==> src/rtl/urb_pkg.sv <==
// Package: shared types for the banked UART register decoder.
// Assumes an 8-offset window and byte-wide registers.
package urb_pkg;
    localparam int unsigned BYTE_W = 8;
    localparam int unsigned WIN_AW = 3;
    localparam int unsigned FLOW_N = 4;
    localparam int unsigned FLOW_IW = $clog2(FLOW_N);

    typedef enum logic [3:0] {
        SEL_NONE,
        SEL_RXTX,
        SEL_IER,
        SEL_DLL,
        SEL_DLM,
        SEL_ISRFCR,
        SEL_LCR,
        SEL_MCR,
        SEL_LSRIDX,
        SEL_MSR,
        SEL_SPR,
        SEL_EFR,
        SEL_FLOW
    } reg_sel_e;
endpackage

==> src/rtl/urb_decode.sv <==
// Module: offset decoder. Maps a window offset to a register select
// from the divisor-access bit and the extended-bank flag.
// Assumes the extended bank is only open while divisor access is on.
module urb_decode
    import urb_pkg::*;
(
    input  logic [WIN_AW-1:0]  addr_i,
    input  logic               dlab_i,
    input  logic               ext_i,
    output reg_sel_e           sel_o,
    output logic [FLOW_IW-1:0] flow_idx_o
);
    // Purpose: combinational offset-to-register map.
    always_comb begin
        sel_o      = SEL_NONE;
        flow_idx_o = addr_i[FLOW_IW-1:0];
        case (addr_i)
            3'd0:    sel_o = dlab_i ? SEL_DLL : SEL_RXTX;
            3'd1:    sel_o = dlab_i ? SEL_DLM : SEL_IER;
            3'd2:    sel_o = ext_i ? SEL_EFR : SEL_ISRFCR;
            3'd3:    sel_o = SEL_LCR;
            3'd4:    sel_o = ext_i ? SEL_FLOW : SEL_MCR;
            3'd5:    sel_o = ext_i ? SEL_FLOW : SEL_LSRIDX;
            3'd6:    sel_o = ext_i ? SEL_FLOW : SEL_MSR;
            3'd7:    sel_o = ext_i ? SEL_FLOW : SEL_SPR;
            default: sel_o = SEL_NONE;
        endcase
    end
endmodule

==> src/rtl/urb_core_regs.sv <==
// Module: normal-bank storage (line control, bank flag, divisor,
// interrupt enable, FIFO control, modem control, scratch, transmit).
// Assumes one write per cycle, qualified by the decoded select.
module urb_core_regs
    import urb_pkg::*;
#(
    parameter logic [BYTE_W-1:0] BANK_KEY = 8'hBF
) (
    input  logic              clk_i,
    input  logic              rst_ni,
    input  logic              wr_i,
    input  reg_sel_e          sel_i,
    input  logic [BYTE_W-1:0] wdata_i,
    output logic [BYTE_W-1:0] lcr_o,
    output logic              ext_o,
    output logic [BYTE_W-1:0] dll_o,
    output logic [BYTE_W-1:0] dlm_o,
    output logic [BYTE_W-1:0] ier_o,
    output logic [BYTE_W-1:0] fcr_o,
    output logic [BYTE_W-1:0] mcr_o,
    output logic [BYTE_W-1:0] spr_o,
    output logic [BYTE_W-1:0] thr_o
);
    logic lcr_we;
    assign lcr_we = wr_i && (sel_i == SEL_LCR);

    // Purpose: line control and bank flag; the key keeps the format bits.
    always_ff @(posedge clk_i) begin
        if (!rst_ni) begin
            lcr_o <= '0;
            ext_o <= 1'b0;
        end else if (lcr_we) begin
            if (wdata_i == BANK_KEY) begin
                lcr_o[BYTE_W-1] <= 1'b1;
                ext_o           <= 1'b1;
            end else begin
                lcr_o <= wdata_i;
                ext_o <= 1'b0;
            end
        end
    end

    // Purpose: divisor latch bytes.
    always_ff @(posedge clk_i) begin
        if (!rst_ni) begin
            dll_o <= '0;
            dlm_o <= '0;
        end else if (wr_i) begin
            if (sel_i == SEL_DLL) dll_o <= wdata_i;
            if (sel_i == SEL_DLM) dlm_o <= wdata_i;
        end
    end

    // Purpose: plain normal-bank storage registers.
    always_ff @(posedge clk_i) begin
        if (!rst_ni) begin
            ier_o <= '0;
            fcr_o <= '0;
            mcr_o <= '0;
            spr_o <= '0;
            thr_o <= '0;
        end else if (wr_i) begin
            case (sel_i)
                SEL_RXTX:   thr_o <= wdata_i;
                SEL_IER:    ier_o <= wdata_i;
                SEL_ISRFCR: fcr_o <= wdata_i;
                SEL_MCR:    mcr_o <= wdata_i;
                SEL_SPR:    spr_o <= wdata_i;
                default:    ;
            endcase
        end
    end
endmodule

==> src/rtl/urb_ext_regs.sv <==
// Module: extended-bank storage: enhanced-feature register and the
// flow-control character bytes. Assumes selects come from urb_decode.
module urb_ext_regs
    import urb_pkg::*;
(
    input  logic                     clk_i,
    input  logic                     rst_ni,
    input  logic                     wr_i,
    input  reg_sel_e                 sel_i,
    input  logic [FLOW_IW-1:0]       flow_idx_i,
    input  logic [BYTE_W-1:0]        wdata_i,
    output logic [BYTE_W-1:0]        efr_o,
    output logic [FLOW_N-1:0][BYTE_W-1:0] flow_o
);
    logic [FLOW_N-1:0] flow_we;

    // Purpose: per-byte write enables for the flow characters.
    for (genvar k = 0; k < FLOW_N; k++) begin : g_flow_we
        assign flow_we[k] = wr_i && (sel_i == SEL_FLOW) && (flow_idx_i == FLOW_IW'(k));
    end

    // Purpose: enhanced-feature register.
    always_ff @(posedge clk_i) begin
        if (!rst_ni)                          efr_o <= '0;
        else if (wr_i && sel_i == SEL_EFR)    efr_o <= wdata_i;
    end

    // Purpose: flow-control character storage.
    always_ff @(posedge clk_i) begin
        if (!rst_ni) begin
            flow_o <= '0;
        end else begin
            for (int k = 0; k < FLOW_N; k++) begin
                if (flow_we[k]) flow_o[k] <= wdata_i;
            end
        end
    end
endmodule

==> src/rtl/urb_index_regs.sv <==
// Module: indexed register set. Entry 0 is the additional-control
// register; its bit 7 gates the other entries and bit 6 enables reads.
// Assumes the index comes from the scratch register and 2 <= DEPTH <= 256.
module urb_index_regs
    import urb_pkg::*;
#(
    parameter int unsigned DEPTH = 8
) (
    input  logic                         clk_i,
    input  logic                         rst_ni,
    input  logic                         wr_i,
    input  reg_sel_e                     sel_i,
    input  logic [BYTE_W-1:0]            idx_i,
    input  logic [BYTE_W-1:0]            wdata_i,
    output logic [DEPTH-1:0][BYTE_W-1:0] ent_o,
    output logic                         rd_en_o,
    output logic [BYTE_W-1:0]            rd_val_o
);
    localparam int unsigned EXT_EN_BIT = 7;
    localparam int unsigned RD_EN_BIT  = 6;

    logic [DEPTH-1:0] ent_we;
    logic             port_wr;
    assign port_wr = wr_i && (sel_i == SEL_LSRIDX);

    // Purpose: write enables; entry 0 always, others behind the gate bit.
    for (genvar k = 0; k < DEPTH; k++) begin : g_ent_we
        if (k == 0) begin : g_ctrl
            assign ent_we[k] = port_wr && (idx_i == '0);
        end else begin : g_gated
            assign ent_we[k] = port_wr && (idx_i == BYTE_W'(k)) && ent_o[0][EXT_EN_BIT];
        end
    end

    // Purpose: indexed entry storage.
    always_ff @(posedge clk_i) begin
        if (!rst_ni) begin
            ent_o <= '0;
        end else begin
            for (int k = 0; k < DEPTH; k++) begin
                if (ent_we[k]) ent_o[k] <= wdata_i;
            end
        end
    end

    assign rd_en_o = ent_o[0][RD_EN_BIT];

    // Purpose: gated read value for the current index.
    always_comb begin
        rd_val_o = '0;
        for (int k = 0; k < DEPTH; k++) begin
            if (idx_i == BYTE_W'(k) && (k == 0 || ent_o[0][EXT_EN_BIT])) begin
                rd_val_o = ent_o[k];
            end
        end
    end
endmodule

==> src/rtl/uart_regbank_dec.sv <==
// Module: top of the banked UART register decoder. Joins the offset
// decoder, the three storage groups and the registered read mux.
// Assumes status inputs come from stubs and are stable around a read.
module uart_regbank_dec
    import urb_pkg::*;
#(
    parameter int unsigned       ICR_DEPTH = 8,
    parameter logic [7:0]        BANK_KEY  = 8'hBF,
    localparam int unsigned      ICR_W     = ICR_DEPTH * 8,
    localparam int unsigned      FLOW_W    = 4 * 8
) (
    input  logic              clk_i,
    input  logic              rst_ni,
    input  logic [2:0]        addr_i,
    input  logic [7:0]        wdata_i,
    input  logic              wr_i,
    input  logic              rd_i,
    output logic [7:0]        rdata_o,
    input  logic [7:0]        rx_data_i,
    input  logic [7:0]        isr_i,
    input  logic [7:0]        lsr_i,
    input  logic [7:0]        msr_i,
    output logic [7:0]        thr_o,
    output logic [7:0]        ier_o,
    output logic [7:0]        fcr_o,
    output logic [7:0]        mcr_o,
    output logic [1:0]        word_len_o,
    output logic              stop_bits_o,
    output logic [2:0]        parity_cfg_o,
    output logic              break_o,
    output logic              dlab_o,
    output logic              ext_bank_o,
    output logic [15:0]       divisor_o,
    output logic [7:0]        acr_o,
    output logic [7:0]        efr_o,
    output logic [FLOW_W-1:0] flow_chars_o,
    output logic [ICR_W-1:0]  icr_o
);
    reg_sel_e                        sel;
    logic [FLOW_IW-1:0]              flow_idx;
    logic [BYTE_W-1:0]               lcr, dll, dlm, spr, idx_val;
    logic                            idx_rd_en;
    logic [FLOW_N-1:0][BYTE_W-1:0]   flow;
    logic [ICR_DEPTH-1:0][BYTE_W-1:0] ent;
    logic [BYTE_W-1:0]               rd_mux;

    urb_decode u_decode (
        .addr_i     (addr_i),
        .dlab_i     (lcr[BYTE_W-1]),
        .ext_i      (ext_bank_o),
        .sel_o      (sel),
        .flow_idx_o (flow_idx)
    );

    urb_core_regs #(.BANK_KEY(BANK_KEY)) u_core (
        .clk_i   (clk_i),
        .rst_ni  (rst_ni),
        .wr_i    (wr_i),
        .sel_i   (sel),
        .wdata_i (wdata_i),
        .lcr_o   (lcr),
        .ext_o   (ext_bank_o),
        .dll_o   (dll),
        .dlm_o   (dlm),
        .ier_o   (ier_o),
        .fcr_o   (fcr_o),
        .mcr_o   (mcr_o),
        .spr_o   (spr),
        .thr_o   (thr_o)
    );

    urb_ext_regs u_ext (
        .clk_i      (clk_i),
        .rst_ni     (rst_ni),
        .wr_i       (wr_i),
        .sel_i      (sel),
        .flow_idx_i (flow_idx),
        .wdata_i    (wdata_i),
        .efr_o      (efr_o),
        .flow_o     (flow)
    );

    urb_index_regs #(.DEPTH(ICR_DEPTH)) u_index (
        .clk_i    (clk_i),
        .rst_ni   (rst_ni),
        .wr_i     (wr_i),
        .sel_i    (sel),
        .idx_i    (spr),
        .wdata_i  (wdata_i),
        .ent_o    (ent),
        .rd_en_o  (idx_rd_en),
        .rd_val_o (idx_val)
    );

    assign word_len_o   = lcr[1:0];
    assign stop_bits_o  = lcr[2];
    assign parity_cfg_o = lcr[5:3];
    assign break_o      = lcr[6];
    assign dlab_o       = lcr[7];
    assign divisor_o    = {dlm, dll};
    assign flow_chars_o = flow;
    assign icr_o        = ent;
    assign acr_o        = ent[0];

    // Purpose: select the read value for the decoded register.
    always_comb begin
        case (sel)
            SEL_RXTX:   rd_mux = rx_data_i;
            SEL_IER:    rd_mux = ier_o;
            SEL_DLL:    rd_mux = dll;
            SEL_DLM:    rd_mux = dlm;
            SEL_ISRFCR: rd_mux = isr_i;
            SEL_LCR:    rd_mux = lcr;
            SEL_MCR:    rd_mux = mcr_o;
            SEL_LSRIDX: rd_mux = idx_rd_en ? idx_val : lsr_i;
            SEL_MSR:    rd_mux = msr_i;
            SEL_SPR:    rd_mux = spr;
            SEL_EFR:    rd_mux = efr_o;
            SEL_FLOW:   rd_mux = flow[flow_idx];
            default:    rd_mux = '0;
        endcase
    end

    // Purpose: register read data on a read strobe, hold otherwise.
    always_ff @(posedge clk_i) begin
        if (!rst_ni)   rdata_o <= '0;
        else if (rd_i) rdata_o <= rd_mux;
    end
endmodule

==> config.mk <==
export PLATFORM = sky130hd
export DESIGN_NAME = uart_regbank_dec
export DESIGN_NICKNAME = d
export VERILOG_FILES = /design/src/rtl/urb_pkg.sv /design/src/rtl/urb_decode.sv /design/src/rtl/urb_core_regs.sv /design/src/rtl/urb_ext_regs.sv /design/src/rtl/urb_index_regs.sv /design/src/rtl/uart_regbank_dec.sv
export SDC_FILE = /design/constraint.sdc
export NUM_CORES = 1
export LEC_CHECK = 0
export ABC_AREA = 1
export CORE_MARGIN = 2
export CORE_UTILIZATION = 40
export DETAILED_ROUTE_END_ITERATION = 6
export DONT_BUFFER_PORTS = 1
export MAX_ROUTING_LAYER = met4
export PLACE_DENSITY = 0.53
export SLEW_MARGIN = 20
export SYNTH_ARGS = -nofsm -noshare
export SYNTH_HDL_FRONTEND = slang
export SYNTH_HIERARCHICAL = 1
export SYNTH_SLANG_ARGS = --single-unit
==> constraint.sdc <==
create_clock -name clk_i -period 4.4 [get_ports clk_i]
set_input_delay 0.88 -clock clk_i [delete_from_list [all_inputs] [get_ports clk_i]]
set_output_delay 0.88 -clock clk_i [all_outputs]
set_load 0.05 [all_outputs]
==> results by group, run 1 <==
Global route
  – Vias in the first global route: approximately 8,600
  – First-pass GRT wire length: 52,180 um
  – Largest net degree at the start of global routing: 164
  – Overflow after GRT: 0
  – Total GRT Usage: 0.2887
  – Initial antenna violation count: 1

Die
  – Initial Utilization: 0.4101
  – Core area: ~23,000 um2
  – Row count: 55
  – Die ar.: 24,590 um2
  – Ports: around 220
  – Horiz. Die Dim: between 150 and 200 um
  – Chip height: between 150 and 200 um

Clocking
  – CTS buffer count: 17
  – CTS resizes: 0
  – Clock Pin Slew Worst Setup and Hold Paths: approximately 0.070 ns
  – Max clock buf depth: 2
  – H-tree depth: 4
  – Clock sink count: about 180
  – Clk Tree Root Cell: clkbuf_16
  – Post-CTS setup repair buffer count: 0
  – Hold buffer count at cts: 0
  – Worst-skew pair later-pin latency: about 0.44 ns
  – CTS tree: built

Timing
  – Final worst path period share: 0.6643
  – Final setup fails: 0
  – Crit path time final: roughly 2.9 ns
  – Setup_tns: 0 ns
  – Pin slew with the least headroom to its limit: 1.030 ns
  – Worst relative slew slack: 0.3124
  – Max Slew Vio Count: 0
  – RSZ-0062 raised after global routing: no
  – Final Hold Fails: 0
  – Clock skew: around 0.011 ns
  – FMAX: roughly 340 MHz

Hold path
  – HP Class: reg2reg

Yosys
  – Synth Register Bits: about 180
  – Syn Inst Count: approximately 1,400
  – Synth cell types: 35
  – Seq/Total Area, Yosys: 0.3794
  – Ys Warns: 6
  – Synthesized area per cell: roughly 6.5 um2
  – Syn Std Cell Area: 9340 um2
  – Post-Syn Nets: 1,484

Placed design
  – Placed Instance Area: approximately 9400 um2
  – Final Wtd Congestion: just under 1
  – HPWL Detailed: approximately 25,000 um
  – IO buf count: 0
  – Dpl cells: 1,693

Critical path
  – WS Path Type: reg2reg
  – Crit end category: flip-flop
  – Critical Path AT: 3.25 ns
  – Worst setup SP type: flip-flop
  – Worst Path Required: around 4.7 ns
  – Maximum fanout along the worst path: 12

Routing
  – Vias per Instance: 5.224
  – # DRC: 0
  – DR WL/cell: about 20 um
  – Drt total wl: roughly 34,000 um
  – Post-route ant nets: 0
  – Initial DRC count: between 900 and 1,000
  – DRT Pass-1 Iters: 5
  – Vias: approximately 9,000

Final layout
  – Nets: 1,446
  – Fin util: 0.4375
  – Biggest regs: u_index/ent_o x64, u_ext/flow_o x32
  – Sequential cell area: 3545 um2
  – Largest Register: u_index/ent_o
  – Finished Layout Cells: 1,726
  – Layout cell share with drive strength beyond 1: 0.07932
  – Multi-input logic area: about 4700 um2
  – Filler Cell Count: about 2,500
  – Area grow syn2layout: 6.685%
  – Cell area after layout: between 9000 and 10,000 um2
  – Max reg flops: 64

Power
  – Switching Share: 0.3022
  – PwrDens: ~360 nW/um2
  – Tot Pwr: approximately 3.6 mW
  – Psw: ~1.1 mW
  – Seq pwr share: 0.490
  – Combinational group share of total power: 0.085
  – VDD IR max: 279.7 uV
  – Clk pwr share: 0.425
  – Power Internal: between 2 and 3 mW
  – Leakage: ~4.3 nW

Job
  – Max Cap Viol: 0

Run status
  – Status: completed
## synth_stat cells (all sizes together)
master   count  area, um2
clkinv       3      13.76
inv        166      623.1
o22ai        1      6.260
buf         46      335.3
nor3         9      72.57
clkbuf      18      68.81
nor2       262       1176
bufinv       1      17.52
nand3      162      855.8
nand4       15      123.9
nand2      350       1346
nor3b        1      7.510
dfxtp      177       3543
o211ai       1      7.510
and3         1      6.260
a21oi      100      500.5
o2111ai      4      35.03
o21ai      120      600.6
## layout by cell type (no fill, tap or decap), types with 2 or more instances in the layout
master,synthesis,routed
buf_4,22,7
nand4_1,13,13
nand3_4,2,2
nor2_8,4,4
nand2_2,7,7
dfxtp_1,177,176
nor2_2,12,13
inv_1,147,147
inv_2,19,19
inv_8,0,2
nand2_1,341,341
nand4_4,2,2
a21oi_1,100,100
o2111ai_1,4,4
o21ai_1,11,11
inv_6,0,4
nand3_2,4,4
clkbuf_16,0,17
nor2_1,233,232
clkinv_4,0,3
nand2_4,2,2
nor3_1,6,6
o21ai_0,109,109
clkinv_2,2,5
nor2_4,13,13
nor3_4,2,2
nand3_1,156,156
## final cells by class
class,count,share of cell area
Antenna cell,1,0.0002511
Multi-Input combinational cell,1026,0.4758
Clock buffer,17,0.04269
Clock inverter,15,0.01532
Sequential cell,177,0.3557
Timing Repair Buffer,7,0.005274
Inverter,170,0.06567
Tap cell,313,0.03930
## critical path, cell delays in order (launching register included)
cell      delay (ns)
dfxtp_1         0.72
inv_1           0.12
nand3_1         0.09
nand2_1         0.07
nand2_1         0.07
nand2_1         0.34
nor3_1          0.27
nand3_1         0.26
bufinv_8        0.33
nand3_1         0.23
o21ai_0         0.25
a21oi_1         0.06
## stage by stage
step	setup WS (ns)	hold slack [ns]
2_1_floorplan	1.770	0.4765
3_3_place_gp	1.240	0.5127
3_5_place_dp	1.429	0.5092
4_1_cts	1.520	0.5191
5_1_grt	1.108	0.5431
6_report	1.477	0.5245
## metal layers
layer,global-route usage,vias to the layer above,wire [um],share of wire
li1,-,4505,-,-
met1,0.3573,4106,14280,0.42
met2,0.4492,353,15490,0.45
met3,0.09554,52,3512,0.10
met4,0.08213,0,773,0.023
met5,-,-,0,0
## logic make-up after synthesis
group	after synthesis	share of synthesized area
flip-flops	177	0.3794
AO/OA/AOI/OAI	226	0.1231
AND/OR/NAND/NOR	800	0.3842
buffers and inverters	234	0.1133
## power by group through the flow
stage / combinational, mW / sequential [mW] / clock (mW)
global route: 0.347 / 1.77 / 1.62
CTS: 0.303 / 1.76 / 1.56
global placement: 0.300 / 1.80 / 0
detailed placement: 0.303 / 1.80 / 0
finish: 0.305 / 1.76 / 1.53
floorplan: 0.272 / 1.78 / 0
## path summary, 6_finish.rpt
kind / from / end / slack, ns / cells past startpoint
max: u_core/ext_o / u_index/ent_o[33] / 1.48 / 11
min: u_core/spr_o[4] / u_core/spr_o[4] / 0.52 / 2
min reg2reg: u_core/spr_o[4] / u_core/spr_o[4] / 0.52 / 2
max reg2reg: u_core/ext_o / u_index/ent_o[33] / 1.48 / 11
(Power assumes the default switching activity.)
==> run 2, diff against run 1 <==
--- a/config.mk
+++ b/config.mk
@@ -11,7 +11,7 @@
 export DETAILED_ROUTE_END_ITERATION = 6
 export DONT_BUFFER_PORTS = 1
 export MAX_ROUTING_LAYER = met4
-export PLACE_DENSITY = 0.53
+export PLACE_DENSITY = 0.55
 export SLEW_MARGIN = 20
 export SYNTH_ARGS = -nofsm -noshare
 export SYNTH_HDL_FRONTEND = slang
==> constraint.sdc (replaced) <==
create_clock -name clk_i -period 2.4 [get_ports clk_i]
set_input_delay 0.48 -clock clk_i [delete_from_list [all_inputs] [get_ports clk_i]]
set_output_delay 0.48 -clock clk_i [all_outputs]
set_load 0.05 [all_outputs]
==> run 2 against run 1 <==
Sequential power increased by 81%. Combinational power grew 140%. Non-clock buffer count is 138 higher. Sequential share of layout area decreased by 3.8 points. Clock skew is 0.0027 ns higher. Critical path type unchanged. Global-route usage up 0.26 points. Highest routed layer unchanged. Clock power increased by 85%. Routed wire length rose by 2.9%. Hold slack lost 0.36 ns. Power grew 87%. Critical endpoint is now rdata_o[3].
==> results by group, run 2 (synthesis gave the netlist of run 1 again) <==
Run status
  – Status: completed

Critical path
  – WS Path Type: reg2reg
  – Worst Path Required: 2.73 ns
  – Worst setup SP type: flip-flop
  – Critical Path AT: between 2 and 3 ns
  – Reg-to-Reg End: rdata_o[3]
  – Maximum fanout along the worst path: 5
  – R2R Setup Slk: 0.15 ns
  – R2R depth: 17
  – Crit end category: flip-flop
  – Worst r2r src: u_index/ent_o[7]

Die
  – Horiz. Die Dim: 156.8 um
  – Initial Utilization: 0.4101
  – Ports: around 220
  – Core area: between 20,000 and 25,000 um2
  – Row count: 55
  – Chip height: between 150 and 200 um
  – Die ar.: approximately 25,000 um2

Power
  – Clk pwr share: 0.420
  – PwrDens: approximately 600 nW/um2
  – Switching Share: 0.2997
  – Power Internal: around 4.7 mW
  – Seq pwr share: 0.473
  – VDD IR max: approximately 340 uV
  – Combinational group share of total power: 0.107
  – Psw: ~2.0 mW
  – Leakage: approximately 5.0 nW
  – Tot Pwr: 6.727 mW

Final layout
  – Max reg flops: 64
  – Commonest non-fill, non-tap cells in the layout: 337 x nand2_1, 229 x nor2_1, 172 x dfxtp_1, 154 x nand3_1, 144 x inv_1
  – Commonest non-fill, non-tap cell in the layout: nand2_1
  – Area grow syn2layout: 19.50%
  – Nets: around 1,600
  – Ant diodes: 0
  – Filler Cell Count: ~2,400
  – Layout cell share with drive strength beyond 1: 0.1748
  – Biggest regs: u_index/ent_o x64, u_ext/flow_o x32
  – Largest Register: u_index/ent_o

Timing
  – Worst relative slew slack: 0.5505
  – Crit path time final: roughly 2.3 ns
  – Setup ws final: roughly 0.15 ns
  – Clock skew: around 0.014 ns
  – RSZ-0062 raised after global routing: yes
  – Final setup fails: 0
  – Max Slew Vio Count: 0
  – Pin slew with the least headroom to its limit: just under 0.7 ns
  – Final worst path period share: 0.9394
  – Final Hold Fails: 0
  – FMAX: roughly 440 MHz

Routing
  – WL met3: 3379 um
  – Vias: around 9,600
  – Initial DRC count: about 900
  – DR WL/cell: between 15 and 20 um
  – # DRC: 0
  – Post-route ant nets: 0
  – WL met1: ~15,000 um
  – Wire length on met2: 15,560 um
  – DRT Pass-1 Iters: 6
  – Drt total wl: ~35,000 um
  – DR top layer: met4
  – Vias per Instance: 5.156

Hold path
  – Hold depth: 2
  – HP Class: in2reg
  – Hold Path Sink: u_index/ent_o[3]
  – Hold path start: wdata_i[3]

Clocking
  – Clock Pin Slew Worst Setup and Hold Paths: about 0.07 ns
  – H-tree depth: 4
  – Max clock buf depth: 2
  – CTS tree: built
  – Clock sink count: ~180
  – CTS buffer count: 17
  – Hold buffer count at cts: 0
  – Clk Tree Root Cell: clkbuf_16
  – Worst-skew pair later-pin latency: around 0.45 ns

Job
  – Max Cap Viol: 0

Placed design
  – Placement Setup Slack: -0.1499 ns
  – Final Wtd Congestion: 0.9750
  – IO buf count: 0
  – HPWL Detailed: about 26,000 um

Global route
  – Overflow after GRT: 0
  – First-pass GRT wire length: about 52,000 um
  – Vias in the first global route: between 8,000 and 9,000
  – Total GRT Usage: 0.2913
  – Initial antenna violation count: 0
  – Largest net degree at the start of global routing: ~160
==> run 2: changes by cell type in the layout (fill, tap and decap cells not counted), sizes merged <==
cell      delta
diode        -1
clkinv       -3
buf        +137
clkbuf       +2
clkinvlp     +2
==> run 2: worst max path at each step <==
stage	startpoint	end	slack (ns)	cells after the start
after floorplan	u_core/ext_o	u_index/ent_o[13]	0.01	12
after global placement	u_core/spr_o[0]	rdata_o[3]	-0.14	18
after detailed placement	u_core/spr_o[0]	rdata_o[3]	-0.15	18
after CTS	u_core/spr_o[0]	rdata_o[3]	0.003	18
after global routing	u_core/spr_o[0]	rdata_o[3]	-0.05	18
final	u_index/ent_o[7]	rdata_o[3]	0.15	17
==> run 2: final cells by class <==
| type | instances | area, um2 | share of cell area |
|---|---|---|---|
| multi-input cells | 1026 | 4807 | 0.4307 |
| flip-flops and latches | 177 | 3550 | 0.3180 |
| repair buffers | 145 | 1169 | 0.1047 |
| inverters | 170 | 661.9 | 0.05930 |
| clock buffers | 18 | 439.2 | 0.03935 |
| well taps | 313 | 391.6 | 0.03509 |
| clock inverters | 14 | 143.9 | 0.01289 |
==> run 2: power by group through the flow <==
stage	Sequential, mW	Clock, mW	Combinational [mW]
finish	3.18	2.83	0.718
global route	3.18	3.00	0.792
CTS	3.18	2.88	0.679
detailed placement	3.25	0	0.677
global placement	3.25	0	0.673
floorplan	3.26	0	0.501
==> run 2: routing by layer <==
metal / vias up / global-route usage
met3: 49 / 0.08973
met1: 4389 / 0.3751
met2: 376 / 0.4382
met4: 0 / 0.08825
met5: - / -
li1: 4791 / -
==> run 2: timing repair <==
action,CTS,global route
resized for setup,3,30
endpoints found under the hold margin,0,0
setup endpoints to repair,1,58
setup buffers,0,9
pin swaps,0,11
==> run 2: metrics by stage <==
stage	cells	cell area (um2)	util	hold WS, ns	TNS (ns)
3_3_place_gp	1822	10430	0.4579	0.4948	-0.1430
6_report	1863	11160	0.4900	0.1604	0
3_5_place_dp	1822	10430	0.4579	0.4895	-0.1499
4_1_cts	1854	11020	0.4837	0.1449	0
2_1_floorplan	1437	9345	-	0.4765	0
5_1_grt	1863	11160	0.4900	0.1469	-0.09590
==> run 2: critical path: stages (launching register included) <==
cell	delay, ns
dfxtp_1	0.45
nand3_2	0.15
clkinv_4	0.07
buf_4	0.10
buf_4	0.15
nand3_2	0.08
nand2_2	0.09
nand4_1	0.09
nor2_1	0.10
nand3_1	0.08
nand2_1	0.08
o21ai_2	0.09
nand2_1	0.11
nand2_1	0.05
nor2_1	0.09
nand2_1	0.11
o21ai_2	0.16
a21oi_1	0.08
==> run 3, diff against run 2 <==
--- a/config.mk
+++ b/config.mk
@@ -7,11 +7,12 @@
 export LEC_CHECK = 0
 export ABC_AREA = 1
 export CORE_MARGIN = 2
-export CORE_UTILIZATION = 40
+export CORE_UTILIZATION = 38
+export CTS_BUF_LIST = sky130_fd_sc_hd__clkbuf_2 sky130_fd_sc_hd__clkbuf_4 sky130_fd_sc_hd__clkbuf_8
 export DETAILED_ROUTE_END_ITERATION = 6
 export DONT_BUFFER_PORTS = 1
 export MAX_ROUTING_LAYER = met4
-export PLACE_DENSITY = 0.55
+export PLACE_DENSITY = 0.53
 export SLEW_MARGIN = 20
 export SYNTH_ARGS = -nofsm -noshare
 export SYNTH_HDL_FRONTEND = slang
==> run 3 against run 2 <==
Highest routed layer unchanged. Sequential cell count unchanged. Die area up 5.1%. Clock-buffer cell count down 1. Setup slack worse by 0.054 ns. Sequential power about the same. Hold slack worse by 0.035 ns. Routed wire length down 0.73%. Clock power down 20%. Utilization down 4.2 points. Global-route usage down 1.9 points.
==> results by group, run 3 (synthesis gave the netlist of run 1 again) <==
Run status
  – Status: completed

Final layout
  – Max reg flops: 64
  – Largest Register: u_index/ent_o
  – Commonest non-fill, non-tap cell in the layout: nand2_1
  – Filler Cell Count: 2,629
  – Nets: roughly 1,600
  – Biggest regs: u_index/ent_o x64, u_ext/flow_o x32
  – Layout cell share with drive strength beyond 1: 0.1618
  – Multi-input logic area: between 4000 and 5000 um2
  – Fin util: 0.4481
  – Sequential cell area: 3551 um2
  – Area grow syn2layout: 16.34%
  – Commonest non-fill, non-tap cells in the layout: 340 x nand2_1, 233 x nor2_1, 171 x dfxtp_1, 153 x nand3_1, 146 x inv_1
  – Finished Layout Cells: between 1,500 and 2,000

Global route
  – First-pass GRT wire length: 51,930 um
  – Initial antenna violation count: 2
  – Largest net degree at the start of global routing: between 150 and 200
  – Overflow after GRT: 0
  – Vias in the first global route: between 8,000 and 9,000
  – Total GRT Usage: 0.2727

Die
  – Initial Utilization: 0.3852
  – Die ar.: about 26,000 um2
  – Horiz. Die Dim: roughly 160 um
  – Row count: 57
  – Ports: between 200 and 250
  – Chip height: 160.8 um
  – Core area: roughly 24,000 um2

Timing
  – RSZ-0062 raised after global routing: yes
  – Crit path time final: about 2.3 ns
  – FMAX: 433.2 MHz
  – Setup_tns: 0 ns
  – Clock skew: 0.02102 ns
  – Final Hold Fails: 0
  – Pin slew with the least headroom to its limit: between 0.6 and 0.7 ns
  – Max Slew Vio Count: 0
  – Setup ws final: around 0.091 ns
  – Final setup fails: 0
  – Final worst path period share: 0.9619
  – Worst relative slew slack: 0.5530

Power
  – PwrDens: around 560 nW/um2
  – VDD IR max: 247.1 uV
  – Tot Pwr: 6.138 mW
  – Leakage: ~4.9 nW

Placed design
  – IO buf count: 0
  – Dpl cells: 1,820
  – HPWL Detailed: about 26,000 um
  – Final Wtd Congestion: ~0.93
  – Placement Setup Slack: between 0.02 and 0.03 ns

Critical path
  – Peak per-stage delay on the critical path: about 0.33 ns
  – Cell Chain, Critical Path: nor2_1, nand2_1, buf_12, nor2_4, buf_6, nand3_1, nand2_1, nand2_1, nand2_1, nand3_1, nand2_1, nand2_1, nand2_1, o21ai_0, nand2_1, nand2_1, nor2_1, nand2_1, o21ai_1, a21oi_1
  – CP max stage cell: dfxtp_2
  – Reg-to-Reg End: rdata_o[5]
  – Worst Path Required: ~2.8 ns
  – Crit end category: flip-flop
  – R2R Setup Slk: between 0.09 and 0.1 ns
  – WS Path Type: reg2reg
  – Critical Path AT: ~2.7 ns
  – Worst setup SP type: flip-flop
  – R2R depth: 20
  – Crit. Startpoint: u_core/spr_o[7]
  – Maximum fanout along the worst path: 9
  – Most frequent CP cell: nand2_1
  – Worst r2r src: u_core/spr_o[7]
  – Worst Setup EP: rdata_o[5]

Clocking
  – H-tree depth: 4
  – Hold buffer count at cts: 0
  – Clk Tree Root Cell: clkbuf_8
  – Clock Pin Slew Worst Setup and Hold Paths: approximately 0.1 ns
  – CTS buffer count: 17
  – Worst-skew pair later-pin latency: 0.48 ns
  – Max clock buf depth: 2
  – CTS tree: built
  – Clock sink count: ~180

Job
  – Max Cap Viol: 0

Routing
  – Post-route ant nets: 0
  – DR WL/cell: between 15 and 20 um
  – Drt total wl: between 30,000 and 40,000 um
  – Vias per Instance: roughly 5.1
  – Vias: ~9,400
  – DRT Pass-1 Iters: 5
  – # DRC: 0
  – Initial DRC count: 891

Hold path
  – HP Class: in2reg
  – Hold path start: wdata_i[3]
run 3: cell types whose count changed in the layout (fill, tap and decap cells not counted), moves of 3 or more:
cell       change
buf_4          -6
clkbuf_16     -17
clkbuf_8      +16
nand2_1        +3
nand2_2        -3
nor2_1         +4
o21ai_1        +4
o21ai_2        -4
run 3: worst min-delay path by stage:
| stage | to | slack (ns) | cells after the start |
|---|---|---|---|
| final | u_index/ent_o[3] | 0.13 | 2 |
| after global routing | u_index/ent_o[3] | 0.1 | 2 |
| after CTS | u_ext/flow_o[22] | 0.09 | 2 |
| after detailed placement | u_index/ent_o[42] | 0.48 | 2 |
| after global placement | u_index/ent_o[42] | 0.48 | 2 |
| after floorplan | u_core/spr_o[4] | 0.48 | 2 |
run 3: critical path: cells and delay by family (launching register included):
kind                   cells  cell delay, ns
flip-flops                 1            0.33
AND/OR/NAND/NOR           15            1.29
AO/OA/AOI/OAI              3            0.29
buffers and inverters      2            0.30
run 3: power breakdown:
part / leakage (nW) / total (mW) / switching, mW / internal [mW]
Clock: 0.205 / 2.26 / 1.21 / 1.04
Sequential: 1.43 / 3.18 / 0.194 / 2.99
Combinational: 3.27 / 0.699 / 0.473 / 0.226
run 3: final cells by class:
cell class | count | area share
Clock buffer | 17 | 0.02153
Multi-Input combinational cell | 1026 | 0.4389
Clock inverter | 14 | 0.01647
Timing Repair Buffer | 135 | 0.09821
Tap cell | 324 | 0.03731
Antenna cell | 2 | 0.0004606
Sequential cell | 177 | 0.3268
Inverter | 170 | 0.06033
run 3: what timing repair did:
action,4_1_cts,5_1_grt
endpoints found under the setup margin,0,27
gates resized for setup,0,20
endpoints found under the hold margin,0,0
setup buffers,0,12
run 3: per-stage QoR:
step,hold slack [ns],area [um2]
finish,0.1254,10870
global route,0.09516,10870
CTS,0.09266,10720
detailed placement,0.4819,10310
global placement,0.4756,10310
floorplan,0.4765,9345
run 3: layer usage:
layer  track usage  vias up  routed length (um)
li1              -     4763                   -
met1        0.3530     4317               15480
met2        0.4226      335               16060
met3       0.07490       34                2740
met4       0.07021        0                 507
met5             -        -                   0
